## src/rtl/xcap_pkg.sv

```systemverilog
package xcap_pkg;
   localparam int STAT_OVF_BIT   = 0;
   localparam int STAT_FIRST_BIT = 1;
endpackage

```

## src/rtl/xcap_sync.sv

```systemverilog
module xcap_sync #(
   parameter int W      = 8,
   parameter int STAGES = 2
) (
   input  logic         clk,
   input  logic         rst_n,
   input  logic [W-1:0] d_i,
   output logic [W-1:0] q_o
);
   if (STAGES < 2) begin : g_bad_stages
      $error("xcap_sync: STAGES must be at least 2");
   end

   logic [W-1:0] pipe [STAGES];

   for (genvar s = 0; s < STAGES; s++) begin : g_stage
      always_ff @(posedge clk or negedge rst_n) begin
         if (!rst_n) pipe[s] <= '0;
         else        pipe[s] <= (s == 0) ? d_i : pipe[(s == 0) ? 0 : s-1];
      end
   end

   assign q_o = pipe[STAGES-1];
endmodule

```

## src/rtl/xcap_tick.sv

```systemverilog
module xcap_tick #(
   parameter int DIV = 32
) (
   input  logic clk,
   input  logic rst_n,
   output logic tick_o
);
   if (DIV < 1) begin : g_bad_div
      $error("xcap_tick: DIV must be at least 1");
   end

   if (DIV == 1) begin : g_every
      assign tick_o = 1'b1;
   end else begin : g_count
      localparam int CW = $clog2(DIV);
      logic [CW-1:0] cnt;
      always_ff @(posedge clk or negedge rst_n) begin
         if (!rst_n)                      cnt <= '0;
         else if (cnt == CW'(DIV - 1))    cnt <= '0;
         else                             cnt <= cnt + 1'b1;
      end
      assign tick_o = (cnt == CW'(DIV - 1));
   end
endmodule

```

## src/rtl/xcap_record.sv

```systemverilog
module xcap_record
   import xcap_pkg::*;
#(
   parameter int NCH    = 8,
   parameter int TS_W   = 16,
   parameter int ST_W   = 8,
   parameter int ADDR_W = 18,
   localparam int REC_W = NCH + TS_W + ST_W
) (
   input  logic              clk,
   input  logic              rst_n,
   input  logic              start_i,
   input  logic              stop_i,
   input  logic              clear_i,
   input  logic              tick_i,
   input  logic [NCH-1:0]    chan_i,
   output logic [ADDR_W-1:0] mem_addr_o,
   output logic [REC_W-1:0]  mem_wdata_o,
   output logic              mem_we_o,
   output logic [ADDR_W:0]   wr_count_o,
   output logic              running_o,
   output logic              full_o
);
   localparam logic [ADDR_W:0]  LAST_ADDR = (ADDR_W+1)'((1 << ADDR_W) - 1);
   localparam logic [TS_W-1:0]  TS_MAX    = '1;

   logic [ADDR_W:0]  count_q;
   logic [NCH-1:0]   last_q;
   logic [TS_W-1:0]  ts_q;
   logic             first_q;
   logic             changed, ovf, do_store;
   logic [ST_W-1:0]  stat;

   always_comb begin
      changed  = (chan_i != last_q);
      ovf      = (ts_q == TS_MAX);
      do_store = first_q | changed | ovf;
      stat     = '0;
      stat[STAT_OVF_BIT]   = ovf & ~first_q & ~changed;
      stat[STAT_FIRST_BIT] = first_q;
   end

   always_ff @(posedge clk or negedge rst_n) begin
      if (!rst_n) begin
         count_q     <= '0;
         last_q      <= '0;
         ts_q        <= '0;
         first_q     <= 1'b0;
         running_o   <= 1'b0;
         full_o      <= 1'b0;
         mem_we_o    <= 1'b0;
         mem_addr_o  <= '0;
         mem_wdata_o <= '0;
      end else begin
         mem_we_o <= 1'b0;
         if (clear_i) begin
            count_q   <= '0;
            last_q    <= '0;
            ts_q      <= '0;
            first_q   <= 1'b0;
            running_o <= 1'b0;
            full_o    <= 1'b0;
         end else if (stop_i) begin
            running_o <= 1'b0;
         end else if (start_i && !running_o && !full_o) begin
            running_o <= 1'b1;
            first_q   <= 1'b1;
            ts_q      <= '0;
         end else if (running_o && tick_i) begin
            if (do_store) begin
               mem_we_o    <= 1'b1;
               mem_addr_o  <= count_q[ADDR_W-1:0];
               mem_wdata_o <= {chan_i, ts_q, stat};
               count_q     <= count_q + 1'b1;
               last_q      <= chan_i;
               ts_q        <= '0;
               first_q     <= 1'b0;
               if (count_q == LAST_ADDR) begin
                  full_o    <= 1'b1;
                  running_o <= 1'b0;
               end
            end else begin
               ts_q <= ts_q + 1'b1;
            end
         end
      end
   end

   assign wr_count_o = count_q;
endmodule

```

## src/rtl/xcap_top.sv

```systemverilog
module xcap_top #(
   parameter int NCH         = 8,
   parameter int TS_W        = 16,
   parameter int ST_W        = 8,
   parameter int ADDR_W      = 18,
   parameter int TICK_DIV    = 32,
   parameter int SYNC_STAGES = 2,
   localparam int REC_W      = NCH + TS_W + ST_W
) (
   input  logic              clk,
   input  logic              rst_n,
   input  logic              start_i,
   input  logic              stop_i,
   input  logic              clear_i,
   input  logic [NCH-1:0]    chan_i,
   output logic [ADDR_W-1:0] mem_addr_o,
   output logic [REC_W-1:0]  mem_wdata_o,
   output logic              mem_we_o,
   output logic [ADDR_W:0]   wr_count_o,
   output logic              running_o,
   output logic              full_o
);
   if (NCH < 1)   begin : g_bad_nch  $error("xcap_top: NCH must be positive"); end
   if (TS_W < 2)  begin : g_bad_ts   $error("xcap_top: TS_W must be at least 2"); end
   if (ST_W < 2)  begin : g_bad_st   $error("xcap_top: ST_W must hold two flag bits"); end
   if (ADDR_W < 1) begin : g_bad_aw  $error("xcap_top: ADDR_W must be positive"); end

   logic [NCH-1:0] chan_sync;
   logic           tick;

   xcap_sync #(.W(NCH), .STAGES(SYNC_STAGES)) u_sync (
      .clk(clk), .rst_n(rst_n), .d_i(chan_i), .q_o(chan_sync)
   );

   xcap_tick #(.DIV(TICK_DIV)) u_tick (
      .clk(clk), .rst_n(rst_n), .tick_o(tick)
   );

   xcap_record #(.NCH(NCH), .TS_W(TS_W), .ST_W(ST_W), .ADDR_W(ADDR_W)) u_rec (
      .clk(clk), .rst_n(rst_n),
      .start_i(start_i), .stop_i(stop_i), .clear_i(clear_i),
      .tick_i(tick), .chan_i(chan_sync),
      .mem_addr_o(mem_addr_o), .mem_wdata_o(mem_wdata_o), .mem_we_o(mem_we_o),
      .wr_count_o(wr_count_o), .running_o(running_o), .full_o(full_o)
   );
endmodule

```

## config.mk

```make
export PLATFORM = sky130hd
export DESIGN_NAME = xcap_top
export DESIGN_NICKNAME = d
export VERILOG_FILES = /design/src/rtl/xcap_pkg.sv /design/src/rtl/xcap_sync.sv /design/src/rtl/xcap_tick.sv /design/src/rtl/xcap_record.sv /design/src/rtl/xcap_top.sv
export SDC_FILE = /design/constraint.sdc
export NUM_CORES = 1
export LEC_CHECK = 0
export ABC_AREA = 1
export BUFFER_PORTS_ARGS = -buffer_cell sky130_fd_sc_hd__buf_4
export CORE_MARGIN = 1
export CORE_UTILIZATION = 40
export CTS_CLUSTER_SIZE = 28
export DETAILED_ROUTE_END_ITERATION = 12
export PLACE_DENSITY_LB_ADDON = 0.25
export SLEW_MARGIN = 5
export SYNTH_ARGS = -nofsm -noshare
export SYNTH_HDL_FRONTEND = slang
export SYNTH_SLANG_ARGS = --single-unit
```

## constraint.sdc

```tcl
create_clock -name clk -period 1.9 [get_ports clk]
set_input_delay 0.19 -clock clk [delete_from_list [all_inputs] [get_ports clk]]
set_output_delay 0.19 -clock clk [all_outputs]
set_load 0.05 [all_outputs]
```

Yosys cells after proc, flatten, opt, wreduce, memory -nomap -nowiden:

Cells that the tools add are included.

* bits in registers: 112

* reductions and logical operators: 19
* bitwise gates (word level): 9
* multiplexer cells: 38
* eq/ne operators: 6
* $add $sub $neg: 3

Operators with widths (count)
* two-way mux 19 bit: 5
* two-way mux 16 bit: 5
* two-way mux 8 bit: 5
* two-way mux 1 bit: 22
* adder 19 x 1 -> 19 bit (second input constant): 1
* == test 19 x 18 -> 1 bit (second input constant): 1
* adder 16 x 1 -> 16 bit (second input constant): 1
* == test 16 bit (second input constant): 1
* nonzero test 4 bit: 3
* AND reduction 5 bit: 2
* inequality test 8 bit: 1
* AND reduction 3 bit: 2
* nonzero test 2 bit: 3
* nonzero test 3 bit: 2
* adder 5 x 1 -> 5 bit (second input constant): 1
* == test 5 bit (second input constant): 1
* two-way mux 5 bit: 1
* NOT 1 bit: 5
* AND reduction 4 bit: 1
* logical AND 1 bit: 3
* AND 1 bit: 2
* zero test 1 bit: 2
* inequality test 2 x 1 -> 1 bit (second input constant): 1
* inequality test 2 bit (second input constant): 1
* other kinds (2): 3

Longest topological paths before layout:

Gate-level depths: netlist of run 1.

* depth in word-level cells: 8
* gate-level depth with buffers: 14
* gate-level depth less buffers: 14

By module:

From an unflattened synthesis of run 1, not the netlist that was laid out.

* cells, all modules: 616
* area, all modules: 5153.7 sq um

Modules (own cells, without submodules)
* xcap_record: cells an instance 572, times used 1, area an instance 4488.1 sq um
* xcap_sync: cells an instance 24, times used 1, area an instance 460.4 sq um
* xcap_tick: cells an instance 20, times used 1, area an instance 205.2 sq um

Worst setup path after synthesis of run 1:

No wires, ideal clock.

* path type: register -> register
* start point: reg u_rec.count_q[1], in the netlist u_rec.wr_count_o[1]
* end point: reg u_rec.running_o
* stages on the path, launching flop included: 9
* clock period less this slack: 2.002 ns
* slack: -0.102 ns
* library setup time: 0.117 ns
* data required time: 1.783 ns
* data arrival time: 1.884 ns
* path buffers: 0
* cell sequence: dfrtp_1 -> ha_1 -> nand2_1 -> nor2_1 -> nand2_1 -> nor4_1 -> nand3_1 -> nand3_1 -> nand2_1

* cells in the longest elaborated chain, start to end: 3

RTL lines
* from (decl): RTL line xcap_record.sv:27 `logic [ADDR_W:0] count_q;`
* from (signal assigned): RTL line xcap_record.sv:74 `count_q <= count_q + 1'b1;`
* == test 19 x 18 -> 1 bit: RTL line xcap_record.sv:78 `if (count_q == LAST_ADDR) begin`
* nonzero test 4 bit (no source line)
* AND reduction 3 bit (no source line)
* to (signal assigned): RTL line xcap_record.sv:64 `running_o <= 1'b0;`
* to (signal assigned): RTL line xcap_record.sv:66 `running_o <= 1'b1;`
* to (signal assigned): RTL line xcap_record.sv:80 `running_o <= 1'b0;`
* to (decl): RTL line xcap_record.sv:21 `output logic running_o,`

Every way passes these cells.
A chain may end at the register's enable or synchronous reset.

Worst setup path in the final report of run 1:

* start point: reg u_tick.g_count.cnt[0]
* end point: reg u_rec.mem_wdata_o[15]

* cells in the longest elaborated chain, start to end: 3

RTL lines
* from (decl): RTL line xcap_tick.sv:16 `logic [CW-1:0] cnt;`
* from (signal assigned): RTL line xcap_tick.sv:20 `else cnt <= cnt + 1'b1;`
* == test 5 bit: RTL line xcap_tick.sv:22 `assign tick_o = (cnt == CW'(DIV - 1));`
* logical AND 1 bit: RTL line xcap_record.sv:69 `end else if (running_o && tick_i) begin`
* AND reduction 5 bit (no source line)
* to (signal assigned): RTL line xcap_record.sv:73 `mem_wdata_o <= {chan_i, ts_q, stat};`
* to (decl): RTL line xcap_record.sv:18 `output logic [REC_W-1:0] mem_wdata_o,`

Every way passes these cells.

==> flow_summary.toml, run 1 <==
[run_status]
status = "finished, violations left"
violations = "setup timing"

[place]
post-dp-hpwl_mm = 8.274
place_inst = 856
io_buffers = 78
gp_congestion = 0.8610

[synthesis]
synth-xor-area-share = 0.03906
synth-simple-area-share = 0.2889
synth_most_common_cell = "nand2_1"
synth-compound-area-share = 0.04973
yosys-top-cells-count = "nand2_1 (210), dfrtp_1 (112), nor2_1 (60), inv_1 (45), nand3_1 (42)"
yosys_warnings = 0
syn_inst = 604
syn-cell-area_um2 = 5157
synth_adder_area_share = 0.009704
synth_edf_count = 0
synth_seq_cells = 112
netlist-cell-type-count = 32
postSynth.asyncResetShare = 1.000
synth_top_family_by_area = "simple AND/OR/NAND/NOR gates"
synth_area_leaders = "dfrtp_1 (54%), nand2_1 (15%), nor2_1 (4.4%)"
synth_flop_cell = "dfrtp_1"
synth_top_cell_by_area = "dfrtp_1"
avgSynthCellArea_um2 = 8.539
seq_area_frac_synth = 0.5434
synth_top_cell_area_share = 0.5434
muxShareOfSynthArea = 0

[worst_setup_path]
worstPathArrival_ps = 2190
worst_path_max_delay_cell = "dfrtp_1"
worstSetupEndpointType = "flop"
rr_worst_depth = 13
worst_ep_required_time_ps = 2140
critPathMaxFanout = 6
slowest_delay_ps = 400
crit_chain = "ha_4, nand2_4, nor2_2, ha_2, nand2_2, nor2_4, buf_6, nand2_4, inv_6, nand2_8, buf_12, nand2_4, o21ai_2"
path_class = "flop to flop"
crit_top_cell = "nand2_4"
rrSetupSlack_ps = -50
start_kind = "flop"

[clocking]
numCtsBuffers = 9
insertion_delay_ps = 360
h-tree-depth = 3
clockBufferDepth = 2
clk_pin_slew_ps = 70
cts_tree = "done"
cts_root_buf = "clkbuf_16"
clock_sinks = 112

[sta]
period_share = 1.028
setup_viol = 41
holdWs_ps = 191.8
fin_crit_ps = 1954
finalSetupTns_ps = -1064
rsz0062_at_grt = "true"
final_hold_viol_count = 0
drv_slew = 0
worstMarginPinSlew_ps = 543.8
fmax_mhz = 511.8
clock_skew_ps = 8.520
slew-limit-headroom = 0.6375
setup_slack_ps = -53.86

[power]
power.total_uw = 4506
intPower_uw = 3443
pwr_density_cell_nw_per_um2 = 630.6
power_leakage_uw = 0.003450
power_frac_seq = 0.537
switching_share = 0.2358
clockPowerShare = 0.410
combPwrFrac = 0.054
switching_power_uw = 1062
irDropWorstVdd_uv = 648.3

[die]
rows = 41
die_width_um = 115.6
die_h_um = 115.6
start_util = 0.4087
die_area_um2 = 13350
ioPinCount = 85
core_area_um2 = 12620

[min_path]
min_path_cells = 4
hp-class = "input pin to flop"

[global_route]
grt_max_degree = 40
antenna_found_initial = 0
grt-ovfl-total = 0
grt_pass1_vias = 4228
track_usage = 0.2035
grt_pass1_wl_mm = 20.71

[drt]
firstDrtPassIters = 4
vias_per_cell = 4.808
drc_errors = 0
avgRoutedWirePerCell_um = 14.76
vias = 4356
drt_iter0_drc = 189
detail_route.wirelength_mm = 13.38
ant_nets = 0

[finish]
nets = 746
drive_gt1_frac = 0.3351
final_cell_count_no_fill = 906
antenna_cells = 0
syn_to_final_growth_pct = 38.55

[job]
maxCapViolCount = 0
-- layout by cell type, fill, tap and decap left out, types with 9 or more instances in the layout --
master / Yosys / final
nand2_1: 210 / 166
dfrtp_1: 112 / 110
buf_4: 8 / 105
nor2_1: 60 / 55
inv_1: 45 / 45
nand3_1: 42 / 40
nand2_2: 1 / 26
nand2_4: 3 / 21
o21ai_2: 12 / 21
xor2_1: 19 / 18
nor2_2: 14 / 17
o21ai_1: 18 / 14
clkbuf_16: 0 / 12
dlygate4sd3_1: 0 / 9
-- critical path, delay by kind of cell, from the launching register on --
kind                     cells  cell delay (ps)
buffers and inverters        3              420
adder cells (fa/ha/maj)      2              350
AO/OA/AOI/OAI                1               60
AND/OR/NAND/NOR              7              590
flip-flops                   1              400
-- registers in the layout (all words and copies together) (netlist names) --
name / cells
u_rec.mem_addr_o: 18
u_tick.g_count.cnt: 5
u_rec.last_q: 8
u_rec.wr_count_o: 19
u_sync.q_o: 8
u_rec.mem_wdata_o: 26
u_rec.full_o: 1
u_rec.ts_q: 16
u_rec.mem_we_o: 1
u_rec.first_q: 1
u_sync.pipe: 8
u_rec.running_o: 1
-- metrics by stage --
stage | utilization | instance area (um2) | setup slack [ps]
after floorplan | - | 5182 | -14.32
after global placement | 0.4748 | 5992 | -71.19
after detailed placement | 0.4748 | 5992 | -144.0
after CTS | 0.5308 | 6699 | -9.469
after global routing | 0.5662 | 7146 | -137.8
final | 0.5662 | 7146 | -53.86
-- area by class of cell --
cell class              count  area (um2)
fillers                  1167        5474
flip-flops and latches    112        2805
multi-input cells         427        2400
repair buffers            128        1202
clock buffers              11       252.7
inverters                  50       224.0
well taps                 172       215.2
clock inverters             5       40.04
repair inverters            1       6.256
-- power groups by stage --
stage	Combinational [uW]	Clock, uW	Sequential (uW)
final	242	1850	2420
after global routing	265	1980	2420
after detailed placement	202	0	2460
after global placement	201	0	2460
after CTS	225	1900	2420
after floorplan	106	0	2470
-- final timing paths --
kind / endpoint / startpoint
hold reg to reg: u_sync.q_o[6]$_DFF_PN0_ / u_sync.pipe[14]$_DFF_PN0_
setup reg to reg: u_rec.mem_wdata_o[15]$_DFFE_PN0P_ / u_tick.g_count.cnt[0]$_DFF_PN0_
min in group asynchronous: u_rec.ts_q[3]$_DFFE_PN0P_ / rst_n
max in group asynchronous: u_rec.mem_wdata_o[27]$_DFFE_PN0P_ / rst_n
hold / removal: u_rec.running_o$_DFFE_PN0P_ / stop_i
setup / recovery: u_rec.mem_wdata_o[15]$_DFFE_PN0P_ / u_tick.g_count.cnt[0]$_DFF_PN0_
-- logic make-up after synthesis --
family,after synthesis
AO/OA/AOI/OAI,42
XOR/XNOR,23
adder cells (fa/ha/maj),4
buffers and inverters,73
flip-flops,112
other,1
AND/OR/NAND/NOR,349
-- routing by layer --
metal	vias to the layer above	wire length [um]	global-route usage
met5	-	0	0
met1	2101	5693	0.2566
met3	11	574	0.04916
met4	0	153	0.05974
li1	2141	-	-
met2	103	6954	0.3473
-- timing repair --
item / CTS / global route
hold buffers: 9 / 0
pin swaps: 7 / 28
buffers inserted: 5 / 8
cloned: 6 / 6
setup endpoints to repair: 68 / 84
gates resized for setup: 42 / 78
hold endpoints to repair: 43 / 0
No activity file was read; power rests on OpenSTA's default activity.
==> inputs of run 2 (changes only) <==
--- a/config.mk
+++ b/config.mk
@@ -9,10 +9,12 @@
 export BUFFER_PORTS_ARGS = -buffer_cell sky130_fd_sc_hd__buf_4
 export CORE_MARGIN = 1
 export CORE_UTILIZATION = 40
+export CTS_BUF_LIST = sky130_fd_sc_hd__clkbuf_4 sky130_fd_sc_hd__clkbuf_8
 export CTS_CLUSTER_SIZE = 28
 export DETAILED_ROUTE_END_ITERATION = 12
 export PLACE_DENSITY_LB_ADDON = 0.25
 export SLEW_MARGIN = 5
 export SYNTH_ARGS = -nofsm -noshare
 export SYNTH_HDL_FRONTEND = slang
+export SYNTH_HIERARCHICAL = 1
 export SYNTH_SLANG_ARGS = --single-unit
==> run 2 against run 1 <==
Net effect: the run now ends clean; core utilization decreased by 6.1 points; largest cell class unchanged; maximum frequency increased by 3.1%; first-iteration DRC count increased by 28%; final cell count decreased by 2.3%; highest routed layer unchanged; worst hold slack got worse by 68 ps; clock power decreased by 22%; combinational power decreased by 11%; critical path depth decreased by 1; register-to-register slack improved by 60 ps; non-clock buffer count decreased by 18; global-route usage decreased by 1.4 points; wire length decreased by 10%.
==> flow_summary.toml, run 2 <==
[run_status]
status = "finished clean"

[drt]
firstDrtPassIters = 5
maxUsedRoutingLayer = "met4"
ant_nets = 0
vias_per_cell = 4.823
met1Wirelength_mm = 5.769
routed-wl-met3_um = 575
drt_iter0_drc = 242
detail_route.wirelength_mm = 12.00
vias = 4268
drc_errors = 0
avgRoutedWirePerCell_um = 13.56
wl_met2_mm = 5.343

[synthesis]
synth_flop_cell = "dfrtp_1"
yosys_warnings = 6
synth_top_cell_by_area = "dfrtp_1"
syn-cell-area_um2 = 5154
seq_area_frac_synth = 0.5438
synth_most_common_cell = "nand2_1"
syn_inst = 616
avgSynthCellArea_um2 = 8.366
postSynth.asyncResetShare = 1.000
synth_area_leaders = "dfrtp_1 (54%), nand2_1 (15%), nor2_1 (5.2%)"
yosys-top-cells-count = "nand2_1 (201), dfrtp_1 (112), nor2_1 (72), inv_1 (53), nand3_1 (46)"
synth_top_cell_area_share = 0.5438
synth_edf_count = 0
synth_seq_cells = 112
netlist-cell-type-count = 28

[power]
pwr_density_cell_nw_per_um2 = 643.6
combPwrFrac = 0.053
irDropWorstVdd_uv = 383.6
clockPowerShare = 0.355
switching_power_uw = 989.7
power_leakage_uw = 0.003210
power.total_uw = 4085
switching_share = 0.2423
intPower_uw = 3095
power_frac_seq = 0.592

[worst_setup_path]
path_class = "flop to flop"
critPathMaxFanout = 3
critical-path-top-delay-family = "simple AND/OR/NAND/NOR gates"
worstPathArrival_ps = 2170
worst_ep_required_time_ps = 2180
crit_buf_inv = 1
slowest_delay_ps = 380
crit_chain = "ha_2, nand2_2, nor2_2, ha_2, a21oi_2, nand2_1, nand4_1, buf_4, nor2_4, nand3_2, nand2_2, nor2_2"
start_kind = "flop"
worst_path_max_delay_cell = "dfrtp_1"
worstSetupEndpointType = "flop"

[sta]
setup_viol = 0
clock_skew_ps = 10.50
worstMarginPinSlew_ps = 583.6
fin_crit_ps = 1895
finalSetupTns_ps = 0
rsz0062_at_grt = "true"
final_hold_viol_count = 0
fmax_mhz = 527.7
slew-limit-headroom = 0.6109
drv_slew = 0
period_share = 0.9974

[place]
post-dp-hpwl_mm = 8.192
io_buffers = 78
gp_congestion = 0.8702
place_inst = 856

[clocking]
h-tree-depth = 3
clock_sinks = 112
cts_root_buf = "clkbuf_8"
numCtsBuffers = 9
clockBufferDepth = 2
insertion_delay_ps = 390
cts_tree = "done"
clk_pin_slew_ps = 100

[global_route]
antenna_found_initial = 0
grt_pass1_wl_mm = 19.10
grt_max_degree = 113
grt_pass1_vias = 3844
track_usage = 0.1892
grt-ovfl-total = 0

[finish]
final_cell_count_no_fill = 885
antenna_cells = 0
largest_reg_flops = 26
regMostFlops = "u_rec/mem_wdata_o"
mostFrequentLayoutCell = "nand2_1"
layout_common_cells = "nand2_1 (194), dfrtp_1 (110), buf_4 (94)"
syn_to_final_growth_pct = 23.16
drive_gt1_frac = 0.2146
nets = 726
fillers = 1190

[die]
die_width_um = 115.5
rows = 41
ioPinCount = 85
core_area_um2 = 12570
die_area_um2 = 13340
start_util = 0.4101
die_h_um = 115.5

[job]
maxCapViolCount = 0

[min_path]
hp-class = "input pin to flop"
run 2: cell count changes in the layout (fill, tap and decap cells not counted), sizes merged, moves of 4 or more:
cell | previous run | this run
buf | 116 | 100
o21ai | 40 | 36
nand4 | 6 | 16
nand3 | 44 | 48
inv | 50 | 59
nand2 | 216 | 202
run 2: logic make-up (layout without fill, tap and decap cells):
group | after synthesis | count (layout) | share of synthesized area
other | 1 | 6 | 0.0007276
and+or+nand+nor | 347 | 347 | 0.2794
buffers and inverters | 89 | 181 | 0.08861
AOI/OAI and AO/OA | 41 | 41 | 0.04030
xor gates and xnor gates | 22 | 22 | 0.03739
DFF | 112 | 112 | 0.5438
adders and majority gates | 4 | 4 | 0.009711
run 2: repair_timing:
action                     in CTS  in global routing
hold endpoints to repair      120                  0
pin swaps                       1                 10
setup endpoints to repair      37                 85
resized for setup               6                 30
hold buffers                    9                  0
setup buffers                   2                  2
gates cloned                    0                  1
run 2: power by group through the flow:
stage               clock network [uW]  registers, uW  logic (uW)
finish                            1450           2420         216
global placement                     0           2460         195
floorplan                            0           2470         111
detailed placement                   0           2460         197
CTS                               1510           2420         214
global route                      1620           2420         244
run 2: final timing paths:
check | depth (start not counted) | slack [ps] | from | to
max | 12 | 5 | u_tick/g_count.cnt[1]$_DFF_PN0_ | u_rec/ts_q[8]$_DFFE_PN0P_
min | 2 | 120 | clear_i | u_rec/full_o$_DFFE_PN0P_
max reg2reg | 12 | 5 | u_tick/g_count.cnt[1]$_DFF_PN0_ | u_rec/ts_q[8]$_DFFE_PN0P_
min reg2reg | 0 | 360 | u_sync/pipe[10]$_DFF_PN0_ | u_sync/q_o[2]$_DFF_PN0_
max in group asynchronous | 3 | 1050 | rst_n | u_rec/wr_count_o[0]$_DFFE_PN0P_
min in group asynchronous | 3 | 430 | rst_n | u_sync/pipe[8]$_DFF_PN0_
run 2: area by class of cell:
cell class | instances | area, um2 | share of cell area
flip-flops and latches | 112 | 2805 | 0.4419
multi-input cells | 420 | 1998 | 0.3148
clock buffers | 10 | 131.4 | 0.02070
inverters | 56 | 210.2 | 0.03312
well taps | 172 | 215.2 | 0.03390
repair buffers | 110 | 923.4 | 0.1455
clock inverters | 5 | 63.81 | 0.01005
run 2: per-stage QoR:
stage	setup slack, ps	hold WS (ps)	area (um2)	util
floorplan	64.21	-105.6	5175	-
global placement	42.29	299.4	5902	0.4696
detailed placement	-63.64	300.6	5902	0.4696
CTS	20.13	87.22	6217	0.4947
global route	-98.93	117.6	6347	0.5050
finish	4.862	123.4	6347	0.5050
run 2: per-layer routing:
metal / vias up / GRT usage
li1: 2098 / -
met1: 2026 / 0.2696
met2: 126 / 0.2739
met3: 18 / 0.03556
met4: 0 / 0.09957
met5: - / 0
==> inputs of run 3 (changes only) <==
==> constraint.sdc (replaced) <==
create_clock -name clk -period 1.9 [get_ports clk]
set_input_delay 0.285 -clock clk [delete_from_list [all_inputs] [get_ports clk]]
set_output_delay 0.285 -clock clk [all_outputs]
set_load 0.05 [all_outputs]
==> run 3 against run 2 <==
Net effect: the flow now finishes with violations (setup timing); die area unchanged; worst hold slack improved by 87 ps; clock power grew 3%; critical path depth fell by 1; global-route usage is 0.23 points higher; wire length increased by 3.3%; first-iteration DRC count up 16%; flip-flop and latch count stayed put; critical path type unchanged; critical endpoint is now u_rec/wr_count_o[15]$_DFFE_PN0P_.
==> flow_summary.toml, run 3 (synthesis gave the netlist of run 2 again) <==
[run_status]
status = "finished, violations left"
violations = "setup timing"

[power]
power.total_uw = 4137
power_leakage_uw = 0.003245
irDropWorstVdd_uv = 371.8
pwr_density_cell_nw_per_um2 = 642.3

[worst_setup_path]
worstPathArrival_ps = 2250
worst_ep_required_time_ps = 2220
critPathMaxFanout = 28
critical-path-top-delay-family = "simple AND/OR/NAND/NOR gates"
crit_buf_inv = 2
path_class = "flop to flop"
start_kind = "flop"
crit_chain = "ha_2, nand2_2, nor2_2, ha_2, nand2_1, nor2_2, nand2_2, buf_8, inv_1, nand3_1, nand2_1"
slowest_delay_ps = 380
worst_path_max_delay_cell = "dfrtp_1"
worstSetupEndpointType = "flop"

[clocking]
clockBufferDepth = 2
cts_root_buf = "clkbuf_8"
insertion_delay_ps = 400
clk_pin_slew_ps = 110
clock_sinks = 112
h-tree-depth = 3
numCtsBuffers = 9
cts_tree = "done"

[global_route]
grt_use_met2 = 0.2842
grt_pass1_wl_mm = 19.61
met1_usage = 0.2801
globalRouteMet3Util = 0.02772
grt_max_degree = 41
antenna_found_initial = 0
grt-ovfl-total = 0
grt_pass1_vias = 3906
track_usage = 0.1915
top_usage_layer = "met2"

[drt]
avgRoutedWirePerCell_um = 13.93
drt_iter0_drc = 281
firstDrtPassIters = 5
ant_nets = 0
vias = 4272
drc_errors = 0
vias_per_cell = 4.800
detail_route.wirelength_mm = 12.40

[finish]
mostFrequentLayoutCell = "nand2_1"
final_cell_count_no_fill = 890
syn_to_final_growth_pct = 24.98
largest_reg_flops = 26
layout_common_cells = "nand2_1 (193), dfrtp_1 (110), buf_4 (96)"
nets = 730
regMostFlops = "u_rec/mem_wdata_o"
drive_gt1_frac = 0.2270
fin_util = 0.5125
antenna_cells = 0

[die]
start_util = 0.4101
die_width_um = 115.5
die_h_um = 115.5
die_area_um2 = 13340
rows = 41
core_area_um2 = 12570
ioPinCount = 85

[place]
io_buffers = 78
place_inst = 858
post-dp-hpwl_mm = 8.548
gp_congestion = 0.8997

[sta]
period_share = 1.013
rsz0062_at_grt = "true"
setup_viol = 3
clock_skew_ps = 20.29
fmax_mhz = 519.5
setup_slack_ps = -24.89
final_hold_viol_count = 0
slew-limit-headroom = 0.6312
drv_slew = 0
fin_crit_ps = 1925
holdWs_ps = 210.6
worstMarginPinSlew_ps = 553.2

[min_path]
hp-class = "input pin to flop"

[job]
maxCapViolCount = 0
run 3: path summary, 6_finish.rpt:
| path | startpoint | slack (ps) | endpoint | cells past startpoint |
|---|---|---|---|---|
| setup / recovery | u_tick/g_count.cnt[0]$_DFF_PN0_ | -20 | u_rec/wr_count_o[15]$_DFFE_PN0P_ | 11 |
| hold reg to reg | u_sync/pipe[9]$_DFF_PN0_ | 360 | u_sync/q_o[1]$_DFF_PN0_ | 0 |
| hold / removal | clear_i | 210 | u_rec/full_o$_DFFE_PN0P_ | 2 |
| max in group asynchronous | rst_n | 840 | u_rec/wr_count_o[0]$_DFFE_PN0P_ | 3 |
| min in group asynchronous | rst_n | 400 | u_sync/pipe[11]$_DFF_PN0_ | 2 |
| setup reg to reg | u_tick/g_count.cnt[0]$_DFF_PN0_ | -20 | u_rec/wr_count_o[15]$_DFFE_PN0P_ | 11 |
run 3: repair_timing:
action                                  4_1_cts  5_1_grt
resized for setup                             8       42
pin swaps                                     0       12
setup buffers                                 0        6
hold endpoints to repair                     45        0
cloned                                        0        1
endpoints found under the setup margin       27       87
hold buffers                                  9        0
run 3: routing by layer:
layer | up-vias | routed length, um | share of wire
met5 | - | 0 | 0
met4 | 0 | 250 | 0.020
met3 | 17 | 537 | 0.043
met2 | 121 | 5681 | 0.46
met1 | 2031 | 5928 | 0.48
li1 | 2103 | - | -
run 3: report_power, final:
part / internal, uW / switching (uW)
registers: 2400 / 13.4
logic: 68.1 / 165
clock network: 657 / 830
total: 3130 / 1010
run 3: cell type report:
class                   count  area [um2]
repair buffers            114       947.2
fillers                  1185        6127
clock inverters             5       66.31
clock buffers              11       138.9
inverters                  56       215.2
flip-flops and latches    112        2805
multi-input cells         420        2053
well taps                 172       215.2
run 3: per-stage QoR:
step / setup TNS (ps) / instance area (um2) / setup slack, ps
3_3_place_gp: 0 / 5929 / 21.79
6_report: -63.92 / 6441 / -24.89
2_1_floorplan: 0 / 5175 / 64.21
4_1_cts: -4.972 / 6246 / -4.972
3_5_place_dp: -826.1 / 5929 / -115.2
5_1_grt: -2445 / 6441 / -167.8
run 3: worst register-to-register path, delay by kind of cell, from the launching register on:
kind	cells	cell delay, ps
simple gates	7	770
buf+inv	2	310
flops	1	380
fa+ha+maj	2	400
